File: src/rtl/tx_ring_mgr.sv
module tx_ring_mgr #(
  parameter int          DEPTH       = 8,
  parameter int          PORTS       = 4,
  parameter int          PORT_SEL    = 0,
  parameter logic [31:0] BUF_BASE    = 32'h0002_0000,
  parameter int          BUF_BYTES   = 1600,
  parameter int          ST_W        = 8,
  parameter int          ST_FULL     = 1,
  parameter int          ST_SENT     = 2,
  parameter int          ST_UNDERRUN = 3,
  localparam int         IW          = (DEPTH > 1) ? $clog2(DEPTH) : 1,
  localparam int         CW          = $clog2(DEPTH + 1)
) (
  input  logic             clk,
  input  logic             rst_n,
  input  logic             open_port,
  input  logic             crc_mode,
  output logic [IW-1:0]    host_rd_idx,
  input  logic [ST_W-1:0]  host_status,
  input  logic [31:0]      host_addr,
  input  logic [15:0]      host_len,
  output logic             host_wr_en,
  output logic [IW-1:0]    host_wr_idx,
  output logic [ST_W-1:0]  host_wr_status,
  output logic             copy_req,
  output logic [31:0]      copy_src,
  output logic [31:0]      copy_dst,
  output logic [15:0]      copy_len,
  input  logic             copy_done,
  input  logic [IW-1:0]    eng_rd_idx,
  output logic [31:0]      eng_word0,
  output logic [31:0]      eng_word1,
  input  logic             eng_done,
  input  logic [IW-1:0]    eng_done_idx,
  input  logic             eng_underrun,
  output logic [PORTS-1:0] doorbell
);

  localparam int B_RDY  = 31;
  localparam int B_WRAP = 29;
  localparam int B_CRC  = 26;
  localparam int B_UR   = 17;
  localparam logic [31:0] BASE_FLAGS = 32'h1800_0000;

  logic [31:0]   ring [DEPTH];
  logic [IW-1:0] out_idx, in_idx;
  logic [CW-1:0] cnt;
  logic          busy;

  function automatic logic [IW-1:0] nxt(input logic [IW-1:0] i);
    return (i == IW'(DEPTH - 1)) ? '0 : i + 1'b1;
  endfunction

  function automatic logic [31:0] fresh(input int i, input logic crc);
    logic [31:0] w;
    w         = BASE_FLAGS;
    w[B_WRAP] = (i == DEPTH - 1);
    w[B_CRC]  = crc;
    return w;
  endfunction

  function automatic logic [31:0] bufptr(input logic [IW-1:0] i);
    return BUF_BASE + 32'(i) * 32'(BUF_BYTES);
  endfunction

  wire retire = (cnt != '0) && !ring[in_idx][B_RDY];
  wire start  = !busy && (cnt < CW'(DEPTH)) && (host_status == ST_W'(ST_FULL));
  wire finish = busy && copy_done;

  always_ff @(posedge clk or negedge rst_n) begin
    if (!rst_n) begin
      out_idx <= '0;
      in_idx  <= '0;
      cnt     <= '0;
      busy    <= 1'b0;
      for (int i = 0; i < DEPTH; i++) ring[i] <= fresh(i, 1'b0);
    end else if (open_port) begin
      out_idx <= '0;
      in_idx  <= '0;
      cnt     <= '0;
      busy    <= 1'b0;
      for (int i = 0; i < DEPTH; i++) ring[i] <= fresh(i, crc_mode);
    end else begin
      if (eng_done && ring[eng_done_idx][B_RDY]) begin
        ring[eng_done_idx][B_RDY] <= 1'b0;
        ring[eng_done_idx][B_UR]  <= eng_underrun;
      end
      if (finish) begin
        ring[out_idx][B_RDY]  <= 1'b1;
        ring[out_idx][B_UR]   <= 1'b0;
        ring[out_idx][15:0]   <= host_len;
        out_idx               <= nxt(out_idx);
      end
      if (retire) in_idx <= nxt(in_idx);
      cnt <= cnt + CW'(finish) - CW'(retire);
      if (start)       busy <= 1'b1;
      else if (finish) busy <= 1'b0;
    end
  end

  assign host_rd_idx    = out_idx;
  assign copy_req       = busy;
  assign copy_src       = host_addr;
  assign copy_len       = host_len;
  assign copy_dst       = bufptr(out_idx);
  assign eng_word0      = ring[eng_rd_idx];
  assign eng_word1      = bufptr(eng_rd_idx);
  assign host_wr_en     = retire;
  assign host_wr_idx    = in_idx;
  assign host_wr_status = ring[in_idx][B_UR] ? ST_W'(ST_UNDERRUN) : ST_W'(ST_SENT);
  assign doorbell       = retire ? (PORTS'(1) << PORT_SEL) : '0;

  AST_COUNT_LIMIT: assert property (@(posedge clk) disable iff (!rst_n)
    cnt <= CW'(DEPTH));
  AST_NO_START_FULL: assert property (@(posedge clk) disable iff (!rst_n)
    (!busy && !open_port && cnt == CW'(DEPTH)) |=> !busy);
  AST_QUEUE_READY: assert property (@(posedge clk) disable iff (!rst_n)
    (copy_req && copy_done && !open_port) |=>
      (ring[$past(out_idx)][B_RDY] && host_rd_idx == nxt($past(host_rd_idx))));
  AST_RETIRE_ADVANCE: assert property (@(posedge clk) disable iff (!rst_n)
    (host_wr_en && !open_port) |=> host_wr_idx == nxt($past(host_wr_idx)));
  AST_SIMUL_COUNT: assert property (@(posedge clk) disable iff (!rst_n)
    (finish && retire && !open_port) |=> cnt == $past(cnt));
  AST_OPEN_CLEARS: assert property (@(posedge clk) disable iff (!rst_n)
    open_port |=> (cnt == '0 && !copy_req && host_rd_idx == '0));

endmodule

File: config.mk
export PLATFORM = sky130hd
export DESIGN_NAME = tx_ring_mgr
export DESIGN_NICKNAME = d
export VERILOG_FILES = /design/src/rtl/tx_ring_mgr.sv
export SDC_FILE = /design/constraint.sdc
export NUM_CORES = 1
export LEC_CHECK = 0
export BUFFER_PORTS_ARGS = -buffer_cell sky130_fd_sc_hd__buf_2
export CORE_MARGIN = 3
export CORE_UTILIZATION = 49
export DETAILED_ROUTE_END_ITERATION = 8
export MAX_ROUTING_LAYER = met4
export PLACE_DENSITY = 0.87
export SLEW_MARGIN = 40
export SYNTH_ARGS = -nofsm -noshare
export SYNTH_HDL_FRONTEND = slang
export SYNTH_SLANG_ARGS = --single-unit
File: constraint.sdc
create_clock -name clk -period 2.6 [get_ports clk]
set_clock_uncertainty 0.15 [all_clocks]
set_input_delay 0.52 -clock clk [delete_from_list [all_inputs] [get_ports clk]]
set_output_delay 0.52 -clock clk [all_outputs]
set_load 0.005 [all_outputs]
==> run_results.csv <==
group,metric,value,unit
synthesis,number_of_synthesized_flops_with_an_enable_pin,0,
synthesis,synth_seq_area_share,43.2,%
critical_path,critical_path_class,"reg -> out",
critical_path,crit_path_frequent_cell,"sky130_fd_sc_hd__ha_4",
worst_hold_path,holdCritPathClass,"in -> reg",
floorplan,die_h,142,um
final_layout,final_common_cell,"sky130_fd_sc_hd__nand2_1",
critical_path,setup.worst_path.start_class,"flip-flop",
route,detail_route.drc_violations,0,
floorplan,die-width,142,um
synthesis,syn_area_cell,9.41,um2
placed_design,place.detailed.hpwl,14.5,mm
clocking,cts_buffer_depth,2,
floorplan,design.die.area,0.0202,mm2
route,wl_per_cell,19.4,um
route,drt-total-wl,23.9,mm
clocking,clock-root-buffer,"sky130_fd_sc_hd__clkbuf_16",
floorplan,initial_core_util,50.3,%
final_layout,area_of_the_multi_input_gates,0.00411,mm2
route,detail-route-antenna-nets,0,
power_and_ir_drop,static-leakage-power,4.49,nW
critical_path,path_max_fanout,3,
global_routing,grt_util_all_layers,24.5,%
global_routing,maximum_number_of_pins_on_one_net_before_global_route_repair,53,
floorplan,boundaryPins,233,
critical_path,path_buf_inv,2,
final_layout,layout.cells.non_filler,1231,
synthesis,netlist-cell-type-count,41,
timing,period_minus_slack,2.54,ns
critical_path,crit_path_max_incr_delay,0.41,ns
clocking,clock_insertion_delay_worst_skew,0.43,ns
outcome,run_status,"complete, no violations",
floorplan,core_region_area,0.0181,mm2
critical_path,r2r_cells,9,
timing,timing_hold_violations_final,0,
timing,clock.fmax,0.394,GHz
timing,fin_tns_setup,0,ns
final_layout,num-nets-final,1080,
timing,timing.final.setup_violations,0,
synthesis,syn-cell-area,0.00909,mm2
synthesis,ys_ff_latch,157,
global_routing,global_route.overflow_total,0,
final_layout,area.growth.synth_to_final,9.63,%
final_layout,antenna-diode-count,0,
floorplan,placementRows,49,
placed_design,routability_congestion_estimate_from_global_placement,0.889,
final_layout,seq_area,0.00393,mm2
global_routing,grt_pass1_vias,6957,
critical_path,critical_path_arrival,1.87,ns
route,drt_iter0_drc,811,
timing,final_max_slew_viol_count,0,
critical_path,worstReg2RegStart,"host_wr_idx[1]",
critical_path,reg2reg_setup_slack,0.13,ns
critical_path,cp_num_cells,6,
global_routing,grt_pass1_wl,37.4,mm
critical_path,cpLargestDelayFamily,"adder cells",
timing,final_min_period_over_clock_period,97.6,%
final_layout,drive_above_1_share,24.5,%
clocking,cts_num_sinks,157,
critical_path,critical_path_top_delay_cell,"sky130_fd_sc_hd__dfrtp_1",
clocking,tritoncts_clock_tree,"built",
route,detailedRoute.firstPassIterationCount,5,
timing,slew_headroom,60.9,%
power_and_ir_drop,ir_worst_vdd,0.000330,V
final_layout,finalCoreUtilization,55.1,%
placed_design,cell_count_after_placement,1192,
critical_path,cp-startpoint,"host_rd_idx[1]",
synthesis,synth-async-reset-ratio,100,%
worst_hold_path,hold_start,"crc_mode",
synthesis,yosys_warnings,0,
timing,rsz0062_at_grt,"no",
route,detailroute.via_count,7071,
critical_path,path_cells,"buf_6 > ha_4 > ha_4 > ha_1 > or2_2 > buf_2",
clocking,cts.htree.levels,4,
critical_path,critical_path_rt,1.93,ns
synthesis,synthesis.instances,966,
route,avgViaCountPerCell,5.74,
power_and_ir_drop,power.density_cell_area,619,mW/mm2
timing,postLayoutSetupSlackWorst,0.0617,ns
flow_run,cap_viol_max_count,0,
final_layout,mostFrequentLayoutCells,"sky130_fd_sc_hd__nand2_1 (273), sky130_fd_sc_hd__dfrtp_1 (154), sky130_fd_sc_hd__a21oi_1 (141)",
global_routing,antenna_found_initial,0,
critical_path,critPathCaptureType,"output port",
critical_path,cp-endpoint,"copy_dst[13]",
final_layout,n_fill_cell,1502,
synthesis,synth_top_flop_cell,"sky130_fd_sc_hd__dfrtp_1",
clocking,cts.clk_slew.worst_paths,0.07,ns
placed_design,detailedPlace.worstSlack,0.0933,ns
placed_design,buffer_ports.inserted,100,
critical_path,reg2reg_to,"cnt[2]",
clocking,cts_buf_count,17,
timing,slew_worst_pin,0.586,ns
## final cells by class
type,count,share of cell area [%]
Sequential cell,157,39.5
Clock inverter,14,2.16
Timing Repair Buffer,143,9.54
Tap cell,229,2.87
Multi-Input combinational cell,661,41.2
Clock buffer,18,4.41
Inverter,9,0.339
## synth_stat cells (9+ instances only)
cell type	count	area, um2
sky130_fd_sc_hd__o31ai_1	9	67.6
sky130_fd_sc_hd__ha_1	21	263
sky130_fd_sc_hd__nor2_1	16	60.1
sky130_fd_sc_hd__buf_4	132	991
sky130_fd_sc_hd__mux4_2	39	878
sky130_fd_sc_hd__mux2i_1	13	130
sky130_fd_sc_hd__a21oi_1	141	706
sky130_fd_sc_hd__mux2_2	21	236
sky130_fd_sc_hd__clkbuf_1	50	188
sky130_fd_sc_hd__nand2_1	273	1020
sky130_fd_sc_hd__buf_2	19	95.1
sky130_fd_sc_hd__dfrtp_1	156	3900
sky130_fd_sc_hd__inv_1	9	33.8
## state kept, by name, summed over array words and instances (netlist names)
name,count
copy_req,1
ring,146
cnt,4
host_rd_idx,3
host_wr_idx,3
## worst register-to-register path, cell delays in order (launching register included)
cell                      delay (ns)
sky130_fd_sc_hd__dfrtp_2        0.48
sky130_fd_sc_hd__nor2b_1        0.16
sky130_fd_sc_hd__a22oi_1        0.22
sky130_fd_sc_hd__a32oi_2        0.16
sky130_fd_sc_hd__ha_1           0.31
sky130_fd_sc_hd__inv_1          0.05
sky130_fd_sc_hd__ha_1           0.21
sky130_fd_sc_hd__fa_1           0.41
sky130_fd_sc_hd__xnor2_1        0.15
sky130_fd_sc_hd__nor2_1         0.05
## per-layer routing
metal / vias to the layer above / track usage (%) / part of all wire [%] / wire length, um
met5: - / - / 0 / 0
met4: 0 / 10.3 / 3.0 / 724
met3: 68 / 4.94 / 9.5 / 2260
met2: 443 / 38.4 / 50 / 11900
met1: 3468 / 31.3 / 38 / 8970
li1: 3092 / - / - / -
## worst min path at each step
stage,endpoint,slack (ns),cells after the start
2_1_floorplan,cnt[0],0.07,0
3_3_place_gp,ring[250],0.34,1
3_5_place_dp,ring[3],0.35,1
4_1_cts,ring[250],0.16,2
5_1_grt,ring[250],0.17,2
6_report,ring[250],0.17,2
## repair_timing
| item | 4_1_cts | 5_1_grt |
|---|---|---|
| hold endpoints to repair | 43 | 0 |
| cloned | 0 | 0 |
| pin swaps | 0 | 1 |
| hold buffers | 1 | 0 |
| resized for setup | 5 | 5 |
| setup buffers | 2 | 4 |
| endpoints found under the setup margin | 1 | 7 |
## through the flow
step | hold WS, ns | instance area (um2) | total power [mW]
finish | 0.172 | 9970 | 6.17
global route | 0.175 | 9970 | 6.43
CTS | 0.162 | 9920 | 6.18
detailed placement | 0.347 | 9220 | 3.44
global placement | 0.337 | 9220 | 3.40
floorplan | 0.0744 | 9350 | 3.29
## report_power, final
part	total (mW)	internal, mW	leakage [nW]	switching (mW)
sequential	2.55	2.49	2.18	0.0586
clock	2.75	1.73	0.316	1.02
combinational	0.871	0.398	2.00	0.473
## cell families (layout without fill, tap and decap cells)
| kind of cell | Yosys count | in the layout | synth area share, % |
|---|---|---|---|
| mux | 73 | 73 | 13.7 |
| simple gates | 335 | 335 | 15.5 |
| other cells | 2 | 68 | 0.0826 |
| compound gates | 160 | 160 | 9.29 |
| buf+inv | 214 | 184 | 14.8 |
| xor+xnor | 3 | 3 | 0.289 |
| fa+ha+maj | 22 | 22 | 3.11 |
| flops | 157 | 157 | 43.2 |
Note: power is estimated with default switching activity, not from simulation.
